### config.mk
export PLATFORM = sky130hd
export DESIGN_NAME = fracclk_gen
export DESIGN_NICKNAME = d
export VERILOG_FILES = /design/src/rtl/fracclk_pkg.sv /design/src/rtl/fracclk_phase.sv /design/src/rtl/fracclk_div.sv /design/src/rtl/fracclk_pace.sv /design/src/rtl/fracclk_gen.sv
export SDC_FILE = /design/constraint.sdc
export NUM_CORES = 1
export LEC_CHECK = 0
export ABC_AREA = 0
export BUFFER_PORTS_ARGS = -buffer_cell sky130_fd_sc_hd__clkbuf_2
export CORE_ASPECT_RATIO = 1.1
export CORE_MARGIN = 8
export CORE_UTILIZATION = 40
export DETAILED_ROUTE_END_ITERATION = 7
export HOLD_SLACK_MARGIN = 0.1
export PLACE_DENSITY_LB_ADDON = 0.1
export SYNTH_ARGS = -nofsm -noshare
export SYNTH_HDL_FRONTEND = slang
export SYNTH_SLANG_ARGS = --single-unit
### constraint.sdc
create_clock -name clk -period 2.1 [get_ports clk]
set_input_delay 0.105 -clock clk [delete_from_list [all_inputs] [get_ports clk]]
set_output_delay 0.105 -clock clk [all_outputs]
set_load 0.05 [all_outputs]
### src/rtl/fracclk_pkg.sv
package fracclk_pkg;
  localparam int unsigned RATIO_W      = 16;
  localparam logic [15:0] RATIO_LO     = 16'hdf17;
  localparam logic [15:0] RATIO_HI     = 16'hdf8c;
  localparam int unsigned SND_DIV      = 24;
  localparam int unsigned SMP_DIV      = 768;
  localparam int unsigned MS_BASE      = 21477;
  localparam int unsigned MS_FRAC_NUM  = 3;
  localparam int unsigned MS_FRAC_DEN  = 11;

  typedef enum logic {BUDGET_SHORT = 1'b0, BUDGET_LONG = 1'b1} budget_kind_t;
endpackage

### src/rtl/fracclk_phase.sv
module fracclk_phase #(
  parameter int unsigned W = 16,
  parameter logic [W-1:0] LO = '0,
  parameter logic [W-1:0] HI = '1
) (
  input  logic         clk,
  input  logic         rst,
  input  logic         run_en,
  input  logic [W-1:0] ratio_i,
  output logic         tick_o
);
  logic [W-1:0] ratio_q;
  logic [W-1:0] phase_q;
  logic [W-1:0] ratio_lim;
  logic [W:0]   sum;

  always_comb begin
    if (ratio_i < LO)      ratio_lim = LO;
    else if (ratio_i > HI) ratio_lim = HI;
    else                   ratio_lim = ratio_i;
    sum = {1'b0, phase_q} + {1'b0, ratio_q};
  end

  always_ff @(posedge clk) begin
    if (rst) begin
      ratio_q <= LO;
      phase_q <= '0;
      tick_o  <= 1'b0;
    end else begin
      ratio_q <= ratio_lim;
      if (run_en) begin
        phase_q <= sum[W-1:0];
        tick_o  <= sum[W];
      end else begin
        tick_o  <= 1'b0;
      end
    end
  end

  // a stalled cycle leaves the phase alone and emits no tick
  p_hold_phase_r2: assert property (@(posedge clk) disable iff (rst)
    !run_en |=> ($stable(phase_q) && !tick_o));
  // the effective ratio never leaves the clamp window
  p_ratio_window_r4: assert property (@(posedge clk) disable iff (rst)
    (ratio_q >= LO) && (ratio_q <= HI));
  // first cycle after reset starts from zero phase and no tick
  p_reset_clear_r5: assert property (@(posedge clk) disable iff (rst)
    $fell(rst) |-> (phase_q == '0) && !tick_o);
  // a tick is only produced by a running cycle
  p_tick_needs_run_r1: assert property (@(posedge clk) disable iff (rst)
    tick_o |-> $past(run_en));
endmodule

### src/rtl/fracclk_div.sv
module fracclk_div #(
  parameter int unsigned DIV = 24
) (
  input  logic clk,
  input  logic rst,
  input  logic tick_i,
  output logic en_o
);
  localparam int unsigned CW = (DIV > 1) ? $clog2(DIV) : 1;
  localparam logic [CW-1:0] LAST = CW'(DIV - 1);

  logic [CW-1:0] cnt_q;

  always_ff @(posedge clk) begin
    if (rst) begin
      cnt_q <= '0;
      en_o  <= 1'b0;
    end else begin
      en_o <= 1'b0;
      if (tick_i) begin
        if (cnt_q == LAST) begin
          cnt_q <= '0;
          en_o  <= 1'b1;
        end else begin
          cnt_q <= cnt_q + 1'b1;
        end
      end
    end
  end

  // R6 (and R7 for the long divider): an enable always follows a tick
  p_en_after_tick_r6: assert property (@(posedge clk) disable iff (rst)
    en_o |-> $past(tick_i));
  // the count never passes the divide limit
  p_cnt_bound_r6: assert property (@(posedge clk) disable iff (rst)
    cnt_q <= LAST);
endmodule

### src/rtl/fracclk_pace.sv
module fracclk_pace
  import fracclk_pkg::*;
#(
  parameter int unsigned BASE = 21477,
  parameter int unsigned NUM  = 3,
  parameter int unsigned DEN  = 11
) (
  input  logic clk,
  input  logic rst,
  input  logic run_en,
  output logic mark_o,
  output logic long_o
);
  localparam int unsigned CW = $clog2(BASE + 2);
  localparam int unsigned FW = $clog2(DEN + NUM + 1);
  localparam logic [CW-1:0] LAST_SHORT = CW'(BASE - 1);
  localparam logic [CW-1:0] LAST_LONG  = CW'(BASE);

  logic [CW-1:0] cnt_q;
  logic [FW-1:0] frac_q;
  budget_kind_t  kind_q;
  logic [FW-1:0] frac_sum;
  logic          at_end;

  always_comb begin
    frac_sum = frac_q + FW'(NUM);
    at_end   = (kind_q == BUDGET_LONG) ? (cnt_q == LAST_LONG) : (cnt_q == LAST_SHORT);
  end

  always_ff @(posedge clk) begin
    if (rst) begin
      cnt_q  <= '0;
      frac_q <= '0;
      kind_q <= BUDGET_SHORT;
      mark_o <= 1'b0;
      long_o <= 1'b0;
    end else begin
      mark_o <= 1'b0;
      if (run_en) begin
        if (at_end) begin
          cnt_q  <= '0;
          mark_o <= 1'b1;
          long_o <= (kind_q == BUDGET_LONG);
          if (frac_sum >= FW'(DEN)) begin
            frac_q <= frac_sum - FW'(DEN);
            kind_q <= BUDGET_LONG;
          end else begin
            frac_q <= frac_sum;
            kind_q <= BUDGET_SHORT;
          end
        end else begin
          cnt_q <= cnt_q + 1'b1;
        end
      end
    end
  end

  // remainder stays below the denominator
  p_frac_bound_r8: assert property (@(posedge clk) disable iff (rst)
    frac_q < FW'(DEN));
  // count stays within the long budget
  p_cnt_bound_r8: assert property (@(posedge clk) disable iff (rst)
    cnt_q <= LAST_LONG);
  // budget length flag only moves together with a mark
  p_long_moves_on_mark_r9: assert property (@(posedge clk) disable iff (rst)
    !mark_o |-> $stable(long_o));
  // no mark without a running cycle
  p_mark_needs_run_r2: assert property (@(posedge clk) disable iff (rst)
    mark_o |-> $past(run_en));
endmodule

### src/rtl/fracclk_gen.sv
module fracclk_gen
  import fracclk_pkg::*;
#(
  parameter int unsigned  W        = RATIO_W,
  parameter logic [15:0]  LO       = RATIO_LO,
  parameter logic [15:0]  HI       = RATIO_HI,
  parameter int unsigned  SND      = SND_DIV,
  parameter int unsigned  SMP      = SMP_DIV,
  parameter int unsigned  BASE     = MS_BASE,
  parameter int unsigned  FNUM     = MS_FRAC_NUM,
  parameter int unsigned  FDEN     = MS_FRAC_DEN
) (
  input  logic         clk,
  input  logic         rst,
  input  logic         run_en,
  input  logic [W-1:0] ratio_i,
  output logic         tick_o,
  output logic         snd_en_o,
  output logic         smp_en_o,
  output logic         ms_mark_o,
  output logic         ms_long_o
);
  localparam int unsigned NDIV = 2;
  localparam int unsigned DIV_TAB [NDIV] = '{SND, SMP};

  logic            tick_w;
  logic [NDIV-1:0] div_en;

  fracclk_phase #(.W(W), .LO(W'(LO)), .HI(W'(HI))) phase_i (
    .clk(clk), .rst(rst), .run_en(run_en), .ratio_i(ratio_i), .tick_o(tick_w)
  );

  for (genvar g = 0; g < NDIV; g++) begin : g_div
    fracclk_div #(.DIV(DIV_TAB[g])) div_i (
      .clk(clk), .rst(rst), .tick_i(tick_w), .en_o(div_en[g])
    );
  end

  fracclk_pace #(.BASE(BASE), .NUM(FNUM), .DEN(FDEN)) pace_i (
    .clk(clk), .rst(rst), .run_en(run_en), .mark_o(ms_mark_o), .long_o(ms_long_o)
  );

  assign tick_o   = tick_w;
  assign snd_en_o = div_en[0];
  assign smp_en_o = div_en[1];

  // the slow enable coincides with the fast one, as 24 divides 768
  p_smp_with_snd_r7: assert property (@(posedge clk) disable iff (rst)
    smp_en_o |-> snd_en_o);
  // dividers only fire when the phase ran on the previous edge but one
  p_snd_needs_tick_r6: assert property (@(posedge clk) disable iff (rst)
    snd_en_o |-> $past(tick_w));
endmodule

After elaboration in Yosys (flattened, before gate mapping)
Cells that the tools add are included.

Word-level logic and storage cells: 43. Output and inout bits: 5. Bits in registers: 72. Input bits: 19.

Reduce and logical (&&, ||, !) cells: 5. Add/sub/neg operators: 6. Order comparisons: 3. Equal/unequal tests: 4. Mux-type cells: 10. Bitwise gates (word level): 2.

Operator list (count): $eq A15 B15 Y1 const B (2); $add A16 B16 Y17 (1); $gt A16 B16 Y1 const B (1); $lt A16 B16 Y1 const B (1); $add A15 B1 Y15 const B (1); $mux W15 (1); $add A10 B1 Y10 const B (1); $eq A10 B10 Y1 const B (1); $mux W10 (1); $mux W8 (1); $reduce_or A2 Y1 (3); $add A5 B1 Y5 const B (1); $eq A5 B5 Y1 const B (1); $mux W1 (5); $mux W5 (1); $add A4 B2 Y4 const B (1); $ge A4 B4 Y1 const B (1); $mux W4 (1); $sub A4 B4 Y4 const B (1); $reduce_or A3 Y1 (1); $not A1 Y1 (2); $reduce_and A2 Y1 (1).

Depth between registers and ports, before layout
Word-level depth: 3. Mapped depth: 8. Depth with buffers taken out: 8.

Hierarchy
Synthesis repeated with hierarchy kept, for this count alone.

Cell total of the unflattened synthesis: 409. Area, all modules: 3783.6 um^2.

Modules (own cells, without submodules): fracclk_phase (sequential area each 660.6 um^2, cells an instance 194, times used 1, area an instance 1846.8 um^2); fracclk_pace (sequential area each 440.4 um^2, cells an instance 133, times used 1, area an instance 1171.1 um^2); fracclk_div (g_div[1].div_i) (sequential area each 220.2 um^2, cells an instance 59, times used 1, area an instance 528.0 um^2); fracclk_div (g_div[0].div_i) (sequential area each 120.1 um^2, cells an instance 23, times used 1, area an instance 237.7 um^2).

Worst setup path after synthesis
Ideal clock, no wire load.

Path kind: register to register. Start point: register phase_i.phase_q[0]. End point: register phase_i.phase_q[12]. Data required time: 1978 ps. Buffers on the path: 0. Slack: -169 ps. Cell stages (with the launch flop): 8. Period minus slack after synthesis: 2269 ps. Data arrival time: 2147 ps. Setup time: 122 ps. Cells stage by stage: dfxtp_1 > ha_1 > fa_1 > a21o_1 > a221oi_1 > or3_1 > a2111oi_0 > a311o_1.

Word-level cells in the longest chain between the ends: 1.

Ends and longest elaborated chain: start, declared (line fracclk_phase.sv:13) `logic [W-1:0] phase_q;`; start signal, assigned (line fracclk_phase.sv:32) `phase_q <= sum[W-1:0];`; $add A16 B16 Y17 (line fracclk_phase.sv:21) `sum = {1'b0, phase_q} + {1'b0, ratio_q};`.

No other way between the ends. A chain may end at the register's enable or synchronous reset.

Worst setup path in the final report
Start point: register phase_i.ratio_q[0]. End point: register phase_i.phase_q[12].

Word-level cells in the longest chain between the ends: 1.

Ends and longest elaborated chain: start, declared (line fracclk_phase.sv:12) `logic [W-1:0] ratio_q;`; start signal, assigned (line fracclk_phase.sv:30) `ratio_q <= ratio_lim;`; $add A16 B16 Y17 (line fracclk_phase.sv:21).

No other way between the ends.

==> summary.txt <==
status - finished clean
synth top area cells - dfxtp_1 41%, ha_1 7.1%, nor2_1 5.5%
DRC Markers - 0
TritonCTS clock tree - built
largest net degree at the start of global routing - 34
switch share - 26.8%
final hold vios - 0
routability cong. - 0.828
ys async rst share - 0%
initial core utilization - 40.4%
WL/cell - 13.0 µm
Synth-to-Final Area Change - 23.6%
Tot Pwr - 3.09 mW
CP arrival - 2.32 ns
YS warnings - 0
# rows - 36
I/O pins - 24
Sink Count - 72
CP endpoint kind - flop
cell area after layout - 4360 µm²
Clock Skew - 0.00872 ns
top_reg_cell synth - dfxtp_1
Reg clk slew, reported paths - 0.07 ns
most common cell in the synthesized netlist - dfxtp_1
Worst-Skew Late Latency - 0.36 ns
Die ar. - 12,100 µm²
GRT Total Usage - 13.2%
crit path cell chain - ha_4, fa_2, a21o_1, a221oi_4, or3_4, a2111oi_4, a311o_1
ANT cells - 0
RSZ-0062 raised after global routing - true
vias - 2,944
cell taking the most area after synthesis - dfxtp_1
Initial DRC Count - 81
P_sw - 828 µW
pwr dens - 707 nW/µm²
Leak - 1.81 nW
Vias/cell - 5.08
clk root buf - clkbuf_8
NumNets Final - 501
Slew Limit Fails - 0
final setup vio count - 0
Mean Syn Cell Area - 8.74 µm²
synth unique cells - 49
Tcrit/Tclk final - 99.0%
combinational share of power - 17.7%
Worst Reg-to-Reg Cells - 7
Chip Height - 115 µm
Slowest cell on crit path - fa_2
Final ANT Viol Nets - 0
H-tree depth - 3
Clk pwr share - 35.0%
Internal Power - 2.26 mW
Port Buffers - 23
CTS Buf Count - 9
most common library cells after synthesis - 72 x dfxtp_1, 52 x nor2_1, 35 x nand2_1
Yosys reg bits - 72
Crit Path Max Fanout - 5
initial antenna violation count - 0
post-detail-place hpwl - 5120 µm
Mapped Area - 3530 µm²
minimum clock period - 2.08 ns
CP Class - flop to flop
vias in the first global route - 2,912
Syn Inst Count - 404
Detailed Route WL - 7540 µm
sequential share of power - 47.4%
Placement Cell Area - 3940 µm²
TritonRoute pass-1 iters - 6
number of synthesized flops with an enable pin - 0
first-pass GRT wire length - 12,800 µm
top cell type's share of synthesized area - 40.8%
Core Area - 8740 µm²
pre-CTS setup slack - -0.146 ns
Clock Tree Buf Depth - 2
hold path depth - 4
required time of the critical path - 2.34 ns
max cap viols - 0
Peak Freq - 481 MHz
Chip Width - 106 µm
Worst Hold Class - input pin to flop
Remaining Overflow, GRT - 0
VDD IR-drop max - 0.342 mV
final worst slack - 0.0216 ns
part of the Yosys area used for sequential elements - 40.8%
slowest stage delay, CP - 0.36 ns
layout cells sized above 1 - 17.6%
critical path startpoint category - flop
==> metrics by stage <==
step                util [%]  setup TNS [ns]  hold WS (ns)  instances
floorplan                  -               0         0.206        410
global placement        45.1          -0.279         0.346        553
detailed placement      45.1          -0.385         0.346        553
CTS                     48.5         -0.0306         0.178        577
global route            49.9          -0.288         0.201        579
finish                  49.9               0         0.196        579
==> placed cells by master (no fill, tap or decap), types with 3 or more instances in the layout <==
cell / synthesis / final
nand3_1: 14 / 13
a21boi_0: 5 / 4
a21oi_1: 22 / 21
xor2_1: 20 / 20
nand2b_1: 3 / 3
mux2i_1: 12 / 12
dlygate4sd3_1: 0 / 8
clkbuf_2: 0 / 23
o21a_1: 3 / 3
nand4_1: 13 / 13
o211ai_1: 3 / 3
nor2b_1: 3 / 3
nor2_1: 52 / 52
nor3_1: 7 / 7
nand4b_1: 5 / 5
buf_4: 0 / 23
xnor2_1: 13 / 13
conb_1: 2 / 8
a21o_1: 5 / 5
inv_1: 11 / 11
and3_1: 10 / 10
and2_1: 4 / 4
or3_1: 7 / 5
dfxtp_1: 72 / 69
ha_1: 20 / 15
clkbuf_8: 0 / 10
ha_4: 0 / 3
o21ai_0: 12 / 10
a211oi_1: 3 / 3
nand2_1: 35 / 35
==> critical path: cells and delay by family (launching register included) <==
family / cells / cell delay [ns]
flip-flops: 1 / 0.34
AO/OA/AOI/OAI: 4 / 0.88
adder cells (fa/ha/maj): 2 / 0.52
AND/OR/NAND/NOR: 1 / 0.22
==> sequential cells by signal, summed over array words and instances, names as in the netlist, 2 cells and up <==
name               count
g_div.div_i.cnt_q     15
g_div.div_i.en_o       2
pace_i.cnt_q          15
pace_i.frac_q          4
phase_i.phase_q       16
phase_i.ratio_q       16
==> path summary, 6_finish.rpt <==
check                      startpoint                  end  slack [ns]
setup / recovery   phase_i.ratio_q[0]  phase_i.phase_q[12]        0.02
hold / removal            ratio_i[14]   phase_i.ratio_q[4]        0.20
setup reg to reg   phase_i.ratio_q[0]  phase_i.phase_q[12]        0.02
hold reg to reg   phase_i.phase_q[13]  phase_i.phase_q[13]        0.47
==> power by group through the flow <==
stage                     Combinational (mW)  Clock, mW  Sequential [mW]
after floorplan                        0.331          0             1.48
after global placement                 0.476          0             1.49
after detailed placement               0.479          0             1.49
after CTS                              0.500       1.13             1.46
after global routing                   0.611       1.18             1.47
final                                  0.545       1.08             1.46
==> repair_timing <==
action	4_1_cts	5_1_grt
buffers inserted	1	2
endpoints found under the setup margin	7	10
pin swaps	3	15
endpoints found under the hold margin	8	0
gates resized for setup	5	23
hold buffers	8	0
==> logic make-up (layout without fill, tap and decap cells) <==
group                      Yosys count  after routing  share of synthesized area (%)
and+or+nand+nor                    165            165                           23.3
DFF                                 72             72                           40.8
AOI/OAI and AO/OA                   71             71                           13.0
xor gates and xnor gates            33             33                           8.19
buffers and inverters               26             81                           2.80
adders and majority gates           21             21                           7.65
muxes                               14             14                           4.04
other                                2              8                          0.213
==> per-layer routing <==
layer	global-route usage, %	vias up	wire length, µm
met1	14.3	1343	3460
met5	0	-	0
met4	8.54	0	195
met3	3.77	13	252
met2	22.1	48	3640
li1	-	1540	-
==> cell type report <==
type	instances	area, µm²
well taps	114	143
repair buffers	55	388
multi-input cells	312	2160
fillers	865	4370
clock buffers	12	145
inverters	11	41.3
flip-flops and latches	72	1450
clock inverters	3	42.5
(Power assumes the default switching activity.)
